==> config.mk <==
export PLATFORM = sky130hd
export DESIGN_NAME = sym_serializer
export DESIGN_NICKNAME = d
export VERILOG_FILES = /design/src/rtl/sym_serializer_pkg.sv /design/src/rtl/sym_piso.sv /design/src/rtl/sym_suffix_sr.sv /design/src/rtl/sym_serializer.sv
export SDC_FILE = /design/constraint.sdc
export NUM_CORES = 1
export LEC_CHECK = 0
export BUFFER_PORTS_ARGS = -buffer_cell sky130_fd_sc_hd__buf_2
export CAP_MARGIN = 15
export CORE_ASPECT_RATIO = 1.1
export CORE_UTILIZATION = 30
export DETAILED_ROUTE_END_ITERATION = 10
export PLACE_DENSITY = 0.59
export SYNTH_ARGS = -nofsm -noshare
export SYNTH_HDL_FRONTEND = slang
export SYNTH_HIERARCHICAL = 1
export SYNTH_SLANG_ARGS = --single-unit
==> constraint.sdc <==
create_clock -name clk_i -period 3.55 [get_ports clk_i]
set_input_delay 0.1775 -clock clk_i [delete_from_list [all_inputs] [get_ports clk_i]]
set_output_delay 0.1775 -clock clk_i [all_outputs]
set_load 0.01 [all_outputs]
==> src/rtl/sym_serializer_pkg.sv <==
package sym_serializer_pkg;
  // width of a counter able to hold 0..v
  function automatic int cnt_w(input int v);
    return (v < 1) ? 1 : $clog2(v + 1);
  endfunction
endpackage

==> src/rtl/sym_piso.sv <==
module sym_piso #(
  parameter int N  = 8,
  parameter int LW = 4
) (
  input  logic          clk_i,
  input  logic          rst_ni,
  input  logic          load_i,
  input  logic          shift_i,
  input  logic [N*LW-1:0] len_i,
  input  logic [N-1:0]  empty_i,
  output logic [LW-1:0] head_len_o,
  output logic          head_empty_o
);
  logic [LW-1:0] len_q [N];
  logic [N-1:0]  emp_q;

  for (genvar i = 0; i < N; i++) begin : g_stage
    logic [LW-1:0] up_len;
    logic          up_emp;
    if (i == N - 1) begin : g_top
      assign up_len = '0;
      assign up_emp = 1'b1;
    end else begin : g_mid
      assign up_len = len_q[i+1];
      assign up_emp = emp_q[i+1];
    end
    always_ff @(posedge clk_i or negedge rst_ni) begin
      if (!rst_ni) begin
        len_q[i] <= '0;
        emp_q[i] <= 1'b1;
      end else if (load_i) begin
        len_q[i] <= len_i[i*LW +: LW];
        emp_q[i] <= empty_i[i];
      end else if (shift_i) begin
        len_q[i] <= up_len;
        emp_q[i] <= up_emp;
      end
    end
  end

  assign head_len_o   = len_q[0];
  assign head_empty_o = emp_q[0];
endmodule

==> src/rtl/sym_suffix_sr.sv <==
module sym_suffix_sr #(
  parameter int K     = 2,
  parameter int SUF_W = 16,
  localparam int SR_W = SUF_W + K - 1,
  localparam int CW   = sym_serializer_pkg::cnt_w(SR_W)
) (
  input  logic             clk_i,
  input  logic             rst_ni,
  input  logic             pop_i,
  input  logic             fill_i,
  input  logic [SUF_W-1:0] data_i,
  output logic [K-1:0]     bits_o,
  output logic             avail_o,
  output logic             ready_o,
  output logic [CW-1:0]    cnt_o
);
  logic [SR_W-1:0] sr_q;
  logic [CW-1:0]   cnt_q;

  // pop needs cnt>=K, fill needs cnt<K: never both
  always_ff @(posedge clk_i or negedge rst_ni) begin
    if (!rst_ni) begin
      sr_q  <= '0;
      cnt_q <= '0;
    end else if (pop_i) begin
      sr_q  <= sr_q >> K;
      cnt_q <= cnt_q - CW'(K);
    end else if (fill_i) begin
      sr_q  <= sr_q | (SR_W'(data_i) << cnt_q);
      cnt_q <= cnt_q + CW'(SUF_W);
    end
  end

  assign bits_o  = sr_q[K-1:0];
  assign avail_o = cnt_q >= CW'(K);
  assign ready_o = ~avail_o;
  assign cnt_o   = cnt_q;
endmodule

==> src/rtl/sym_serializer.sv <==
module sym_serializer #(
  parameter int N     = 8,
  parameter int LW    = 4,
  parameter int K     = 2,
  parameter int SUF_W = 16,
  localparam int SW   = LW + K,
  localparam int RW   = sym_serializer_pkg::cnt_w(N),
  localparam int CW   = sym_serializer_pkg::cnt_w(SUF_W + K - 1)
) (
  input  logic            clk_i,
  input  logic            rst_ni,
  input  logic            ld_valid_i,
  output logic            ld_ready_o,
  input  logic [N*LW-1:0] ld_len_i,
  input  logic [N-1:0]    ld_empty_i,
  input  logic            suf_valid_i,
  output logic            suf_ready_o,
  input  logic [SUF_W-1:0] suf_data_i,
  input  logic            fifo_full_i,
  output logic            fifo_wr_o,
  output logic [SW-1:0]   fifo_data_o
);
  logic [RW-1:0] rem_q;
  logic          busy, load, adv, wr;
  logic [LW-1:0] head_len;
  logic          head_empty;
  logic [K-1:0]  suf_bits;
  logic          suf_avail;
  logic [CW-1:0] suf_cnt;

  assign busy = rem_q != '0;
  assign load = ld_valid_i & ~busy;
  assign wr   = busy & ~head_empty & suf_avail & ~fifo_full_i;
  assign adv  = busy & (head_empty | wr);

  always_ff @(posedge clk_i or negedge rst_ni) begin
    if (!rst_ni)  rem_q <= '0;
    else if (load) rem_q <= RW'(N);
    else if (adv)  rem_q <= rem_q - RW'(1);
  end

  sym_piso #(.N(N), .LW(LW)) u_piso (
    .clk_i        (clk_i),
    .rst_ni       (rst_ni),
    .load_i       (load),
    .shift_i      (adv),
    .len_i        (ld_len_i),
    .empty_i      (ld_empty_i),
    .head_len_o   (head_len),
    .head_empty_o (head_empty)
  );

  sym_suffix_sr #(.K(K), .SUF_W(SUF_W)) u_suf (
    .clk_i   (clk_i),
    .rst_ni  (rst_ni),
    .pop_i   (wr),
    .fill_i  (suf_valid_i & suf_ready_o),
    .data_i  (suf_data_i),
    .bits_o  (suf_bits),
    .avail_o (suf_avail),
    .ready_o (suf_ready_o),
    .cnt_o   (suf_cnt)
  );

  assign ld_ready_o  = ~busy;
  assign fifo_wr_o   = wr;
  assign fifo_data_o = {head_len, suf_bits};
endmodule

Word level (Yosys, flattened, before mapping)
Index checks and enable logic that the tools add are counted.
- logic and storage cells: 77
- output and inout port bits: 9
- input bits: 61
- bits in registers: 66
- reductions and logical operators: 3
- muxes and demuxes: 38
- order comparisons: 1
- bitwise gates (word level): 12
- shifts and indexed selects: 1
- add/subtract/negate cells: 3
- operators with widths (cell ; count):
    $mux 4 ; 18
    $mux 17 ; 2
    $or 17x17->17 ; 1
    $shl 16x5->17 ; 1
    $mux 1 ; 16
    $mux 5 ; 2
    $and 1x1->1 ; 6
    $add 5x5->5 const B ; 1
    $ge 5x2->1 const B ; 1
    $sub 5x2->5 const B ; 1
    $not 1->1 ; 4
    $reduce_bool 2->1 ; 2
    $reduce_bool 4->1 ; 1
    $sub 4x1->4 const B ; 1
    $or 1x1->1 ; 1

Depth between registers and ports, before layout
Gate-level depths: netlist of the first run.
- word-level depth: 8
- mapped depth: 12
- depth with buffers taken out: 9

Modules after synthesis
Netlist of the first run, hierarchy kept.
- by module, submodules not included (module ; times used ; cells each ; area each (um^2) ; seq. area each (um^2)):
    sym_piso ; 1 ; 173 ; 1890.6 ; 1011.0
    sym_suffix_sr ; 1 ; 144 ; 1412.6 ; 525.5
    sym_serializer ; 1 ; 26 ; 251.5 ; 100.1

Least setup slack after synthesis of the first run
OpenSTA, ideal clock, no wires.
- kind: reg-to-reg
- start point: reg u_suf.cnt_q[2] (netlist: u_suf/cnt_o[2])
- end point: reg u_suf.sr_q[0]
- clock period less this slack: 2.721 ns
- path buffers: 3
- data arrival time: 2.638 ns
- cell stages (with the launch flop): 13
- slack: 0.829 ns
- data required time: 3.467 ns
- library setup time: 0.083 ns
- cell sequence: dfrtp_1 buf_6 buf_4 inv_1 ha_1 or4b_2 inv_1 and2_1 nor2b_1 nor2b_1 buf_2 a31oi_1 o21ai_0
- cells in the longest elaborated chain, start to end: 4
- elaborated cells between the ends (all ways): 10
- classes of those cells: 1 x order compare; 1 x shift; 2 x mux; 5 x bitwise; 1 x reduce/logical
- ends and longest elaborated chain (item ; RTL line ; source):
    start: declaration ; sym_suffix_sr.sv:18 ; logic [CW-1:0] cnt_q;
    start signal: assignment ; sym_suffix_sr.sv:27 ; cnt_q <= cnt_q - CW'(K);
    start signal: assignment ; sym_suffix_sr.sv:30 ; cnt_q <= cnt_q + CW'(SUF_W);
    $ge 5x2->1 ; sym_suffix_sr.sv:35 ; assign avail_o = cnt_q >= CW'(K);
    via suf_avail ; sym_serializer.sv:28 ; logic suf_avail;
    $not 1->1 ; sym_suffix_sr.sv:36 ; assign ready_o = ~avail_o;
    via suf_ready_o ; sym_serializer.sv:17 ; output logic suf_ready_o,
    $and 1x1->1 ; sym_serializer.sv:57 ; .fill_i (suf_valid_i & suf_ready_o),
    $reduce_bool 2->1 (no source line) ; n/a ;
    end signal: assignment ; sym_suffix_sr.sv:26 ; sr_q <= sr_q >> K;
    end signal: assignment ; sym_suffix_sr.sv:29 ; sr_q <= sr_q | (SR_W'(data_i) << cnt_q);
    end: declaration ; sym_suffix_sr.sv:17 ; logic [SR_W-1:0] sr_q;
The timed path passes the listed nets, and every way through them passes these cells. The select of a mux whose other input is x is not followed.
A chain may end at the register's enable or synchronous reset.

Worst setup path in the final report of the first run
- start point: reg u_suf.cnt_q[1] (netlist: u_suf/cnt_o[1])
- end point: reg u_suf.sr_q[6]
- cells in the longest elaborated chain, start to end: 4
- elaborated cells between the ends (all ways): 10
- classes of those cells: 1 x order compare; 1 x shift; 2 x mux; 5 x bitwise; 1 x reduce/logical
- ends and longest elaborated chain (item ; RTL line):
    $ge 5x2->1 (*) ; sym_suffix_sr.sv:35
    via suf_avail ; sym_serializer.sv:28
    $and 1x1->1 / $not 1->1 (equally long branches) ; sym_serializer.sv:33, sym_suffix_sr.sv:36
    $and 1x1->1 (on tied branches) ; sym_serializer.sv:33, sym_serializer.sv:57
    $mux 17 / $reduce_bool 2->1 (equally long branches) ; n/a
Mark *: on every way through the listed nets, which the timed path passes. The rest lies on a longest branch. The select of a mux whose other input is x is not followed.

==> impl_metrics.yaml, run 1 <==
clock_network:
  cts_hold_buffers: 1
  insertion_delay_ns: 0.33
  cts.clk_slew.worst_paths_ns: 0.05
  clockBufferDepth: 2
  cts_tree: "built"
  clock_tree.root_cell: "clkbuf_16"
  cts_setup_buffers: 0
  clock_sinks: 65
  post_cts_resized: 0
  cts_htree_levels: 3
  cts-buffers-inserted: 9
power:
  power_switching_share_pct: 35.3
  power.internal_mw: 2.18
  pwr-share-comb_pct: 37.4
  p_clk_share_pct: 25.5
  power.density_cell_area_nw_per_um2: 800
  power.ir.vdd_worst_v: 0.000477
  cellLeakagePower_nw: 2.07
  share_seq_of_total_power_pct: 37.1
  total_switching_power_mw: 1.19
setup_path:
  critical_path_capture_point_type: "register"
  reg2reg_slack_ns: 0.59
  worstPathArrival_ns: 3.20
  rr_worst_depth: 9
  cp-start-kind: "register"
  critical_path.reg2reg.startpoint: "u_suf/cnt_o[1]"
  required_ns: 3.80
  worst-path-max-fanout: 8
  crit_path_end: "u_suf/sr_q[6]"
  critical_path.startpoint: "u_suf/cnt_o[1]"
  worstSetupPathType: "register to register"
  worstReg2RegEnd: "u_suf/sr_q[6]"
layout:
  fin_cells: 556
  most_common_cell_after_layout_fill_and_taps_aside: "buf_2"
  flow.area_growth_from_synthesis_pct: 18.9
  nets: 466
  multi_input_comb_area_um2: 1630
  layout.area.seq_um2: 1640
  postLayoutCoreUtil_pct: 36.7
  antenna_fix_cells: 0
  final_cell_mix: "buf_2 (69), mux2i_1 (57), dfrtp_1 (57)"
  nFillCells: 1180
  layout-drive-gt1-share_pct: 27.3
logic_synthesis:
  synth_net_count: 406
  mappedNetlistArea_um2: 3540
  syn_area_per_cell_um2: 10.4
  syn_inst: 341
  number_of_warning_messages_in_the_yosys_log: 6
sta:
  worstMarginPinSlew_ns: 1.05
  grt_setup_unrepaired: "no"
  finalSetupViolations: 0
  fin_crit_ns: 2.96
  final_max_slew_violation_count: 0
  finalHoldViolCount: 0
  clock-skew-final_ns: 0.00673
  fmax_mhz: 338
  slew_headroom_pct: 29.9
  final.setup.tns_ns: 0
  min_period_over_period_pct: 83.2
global_routing:
  grt_start_max_net_pins: 48
  first_pass_grt_wire_length_um: 12900
  grt_pass1_vias: 2598
  grt.total_usage_pct: 13.4
  antenna_found_initial: 0
  grt-ovfl-total: 0
routing:
  final_antenna_net_count: 0
  vias_per_cell: 4.70
  route.vias.total: 2613
  drt_iter0_markers: 108
  route.detailed.drc: 0
  drt_wl_total_um: 7690
  detail_route.wl_per_cell_um: 13.8
  firstDrtPassIters: 4
hold_path:
  min_delay_path_depth: 3
  worstHoldPathType: "input pin to register"
place:
  globalplace.congestion: 0.799
  placement.io_buffers: 69
  hpwl_um: 5490
  placedCellCount: 539
floorplanning:
  ios: 70
  fp-row-count: 41
  start_util_pct: 30.8
  die_h_um: 116
  core_area_um2: 11500
  die_w_um: 106
  floorplan.die_area_um2: 12300
flow_run:
  max_cap_violations: 0
run_status:
  status: "finished clean"
[worst min path at each step]
stage | from | slack [ns] | endpoint
after floorplan | rst_ni | -0.12 | rem_q[0]
after global placement | rst_ni | 0.34 | u_piso/head_len_o[1]
after detailed placement | rst_ni | 0.35 | u_piso/head_len_o[1]
after CTS | ld_empty_i[1] | 0.04 | u_piso/g_stage[0].up_emp
after global routing | ld_empty_i[6] | 0.06 | u_piso/g_stage[5].up_emp
final | ld_empty_i[1] | 0.05 | u_piso/g_stage[0].up_emp
[through the flow]
stage	hold WS [ns]	instance area [µm²]	setup WS (ns)	power (mW)
final	0.0546	4210	0.595	3.37
after global routing	0.0621	4210	0.375	3.60
after CTS	0.0387	4210	0.617	3.42
after detailed placement	0.345	3910	0.628	2.53
after global placement	0.337	3910	0.791	2.48
after floorplan	-0.118	3540	0.829	2.33
[power by group through the flow]
stage	clock [mW]	sequential (mW)	combinational, mW
5_1_grt	0.911	1.29	1.40
4_1_cts	0.890	1.25	1.27
6_report	0.859	1.25	1.26
2_1_floorplan	0	1.19	1.14
3_5_place_dp	0	1.26	1.27
3_3_place_gp	0	1.25	1.23
[flip-flops by register name, indices dropped and copies added (netlist names)]
signal / count
u_piso/g_stage.up_len: 28
u_suf/sr_q: 17
u_piso/g_stage.up_emp: 7
rem_q: 4
u_piso/head_len_o: 4
u_suf/cnt_o: 4
u_piso/head_empty_o: 1
[critical path, cell delays in order (launching register included)]
cell,delay [ns]
dfrtp_1,0.39
inv_1,0.17
ha_1,0.20
or4b_2,0.62
inv_1,0.09
and2_1,0.15
nor2b_1,0.35
nor2b_1,0.55
o211ai_1,0.18
a21oi_1,0.18
[final cells by class]
class,instances,share of cell area (%)
Clock buffer,11,5.53
Clock inverter,5,1.34
Inverter,15,1.34
Multi-Input combinational cell,234,38.7
Sequential cell,65,38.9
Tap cell,150,4.46
Timing Repair Buffer,76,9.80
[layer usage]
layer,global-route usage [%],wire length (µm),vias up
met3,4.33,429,8
li1,-,-,1312
met1,18.0,3810,1215
met5,0,0,-
met2,20.7,3360,78
met4,4.17,82,0
(Power assumes the default switching activity.)
==> inputs of run 2 (changes only) <==
--- a/config.mk
+++ b/config.mk
@@ -10,7 +10,7 @@
 export CORE_ASPECT_RATIO = 1.1
 export CORE_UTILIZATION = 30
 export DETAILED_ROUTE_END_ITERATION = 10
-export PLACE_DENSITY = 0.59
+export PLACE_DENSITY = 0.6
 export SYNTH_ARGS = -nofsm -noshare
 export SYNTH_HDL_FRONTEND = slang
 export SYNTH_HIERARCHICAL = 1
==> constraint.sdc (replaced) <==
create_clock -name clk_i -period 2.7 [get_ports clk_i]
set_input_delay 0.135 -clock clk_i [delete_from_list [all_inputs] [get_ports clk_i]]
set_output_delay 0.135 -clock clk_i [all_outputs]
set_load 0.01 [all_outputs]
==> impl_metrics.yaml, run 2 (synthesized netlist as in run 1, its figures left out) <==
sta:
  final.setup.tns_ns: 0
  finalSetupViolations: 0
  slew_headroom_pct: 44.3
  clock-skew-final_ns: 0.00517
  fin_crit_ns: 2.41
  finalHoldWorstSlack_ns: 0.0131
  fmax_mhz: 415
  finalHoldViolCount: 0
  grt_setup_unrepaired: "no"
  final_max_slew_violation_count: 0
  worstMarginPinSlew_ns: 0.836
  min_period_over_period_pct: 89.3
setup_path:
  worstSetupPathType: "register to register"
  worstReg2RegEnd: "u_suf/sr_q[1]"
  cp-start-kind: "register"
  rr_worst_depth: 10
  worst-path-max-fanout: 8
  critical_path_capture_point_type: "register"
  worstPathArrival_ns: 2.66
  critical_path.reg2reg.startpoint: "u_suf/cnt_o[1]"
  reg2reg_slack_ns: 0.29
  required_ns: 2.95
  crit_path_end: "u_suf/sr_q[1]"
  critical_path.startpoint: "u_suf/cnt_o[1]"
clock_network:
  cts-buffers-inserted: 9
  clockBufferDepth: 2
  clock_sinks: 65
  cts_htree_levels: 3
  insertion_delay_ns: 0.33
  cts.clk_slew.worst_paths_ns: 0.06
  cts_setup_buffers: 0
  cts_tree: "built"
  clock_tree.root_cell: "clkbuf_16"
  post_cts_resized: 0
layout:
  flow.area_growth_from_synthesis_pct: 23.9
  flip_flop_count_of_the_largest_register_all_copies_and_words_added: 28
  final_cell_mix: "buf_2 (69), mux2i_1 (57), dfrtp_1 (57)"
  nFillCells: 1159
  most_common_cell_after_layout_fill_and_taps_aside: "buf_2"
  antenna_fix_cells: 0
  postLayoutCoreUtil_pct: 38.2
  layout-drive-gt1-share_pct: 29.4
  multi_input_comb_area_um2: 1630
  layout.area.seq_um2: 1640
  nets: 478
floorplanning:
  die_w_um: 106
  floorplan.die_area_um2: 12300
  fp-row-count: 41
  die_h_um: 116
  ios: 70
  core_area_um2: 11500
  start_util_pct: 30.8
run_status:
  status: "finished clean"
routing:
  final_antenna_net_count: 0
  drt_iter0_markers: 171
  vias_per_cell: 4.75
  detail_route.wl_per_cell_um: 13.6
  firstDrtPassIters: 4
  drt_wl_total_um: 7730
  route.vias.total: 2698
  route.detailed.drc: 0
power:
  power.density_cell_area_nw_per_um2: 1080
  power.total_mw: 4.72
  cellLeakagePower_nw: 2.16
  power.ir.vdd_worst_v: 0.000381
place:
  globalplace.congestion: 0.809
  placement.io_buffers: 69
  hpwl_um: 5600
global_routing:
  antenna_found_initial: 0
  grt_start_max_net_pins: 38
  grt_pass1_vias: 2755
  first_pass_grt_wire_length_um: 13200
  grt.total_usage_pct: 13.8
  grt-ovfl-total: 0
hold_path:
  worstHoldPathType: "input pin to register"
flow_run:
  max_cap_violations: 0
==> run 2: changes by cell type in the layout (fill, tap and decap cells not counted) <==
cell and delta:
clkbuf_1 -1, dlygate4sd3_1 +2, nor2b_2 +1, buf_12 +2, bufinv_16 +2, clkinv_2 -2, inv_6 +1, nor2b_1 -1
buf_4 +8
==> run 2: stage by stage <==
step	area [µm²]	instances	setup slack, ns
CTS	4390	568	0.280
finish	4390	568	0.290
global placement	4020	549	0.393
global route	4390	568	0.0740
floorplan	3550	341	0.0611
detailed placement	4020	549	0.313
==> run 2: final cells by class <==
class,count,area share [%]
multi-input cells,234,37.2
clock buffers,10,5.22
clock inverters,6,2.62
repair buffers,88,12.1
well taps,150,4.28
flip-flops and latches,65,37.3
inverters,15,1.28
==> run 2: what timing repair did <==
| action | in CTS | in global routing |
|---|---|---|
| hold buffers | 3 | 0 |
| hold endpoints to repair | 32 | 0 |
| endpoints found under the setup margin | 0 | 0 |
==> run 2: critical path, stage by stage (launching register included) <==
cell and delay, ns:
dfrtp_1 0.39, inv_1 0.08, ha_1 0.17, or4b_2 0.62, inv_1 0.09, and2_1 0.16
nor2b_2 0.27, nor2b_1 0.17, buf_4 0.17, a31oi_1 0.08, o21ai_0 0.14
==> run 2: worst min path at each step <==
stage,cells after the start,from,slack (ns),endpoint
floorplan,0,rst_ni,-0.16,rem_q[0]
global placement,1,rst_ni,0.27,u_piso/head_len_o[1]
detailed placement,1,rst_ni,0.29,u_piso/head_len_o[1]
CTS,3,ld_empty_i[6],0.001,u_piso/g_stage[5].up_emp
global route,3,ld_empty_i[1],0.02,u_piso/g_stage[0].up_emp
finish,3,ld_empty_i[6],0.01,u_piso/g_stage[5].up_emp
==> run 2: where the power goes <==
group	switching [mW]	internal (mW)	leakage, nW
sequential	0.231	1.38	0.830
combinational	0.933	0.838	1.17
clock	0.438	0.906	0.163
total	1.60	3.12	2.16
==> run 2: routing by layer <==
layer	up-vias	wire length, µm	track usage [%]
li1	1332	-	-
met1	1281	3590	18.1
met2	75	3630	22.0
met3	10	416	4.44
met4	0	96	4.26
met5	-	0	0
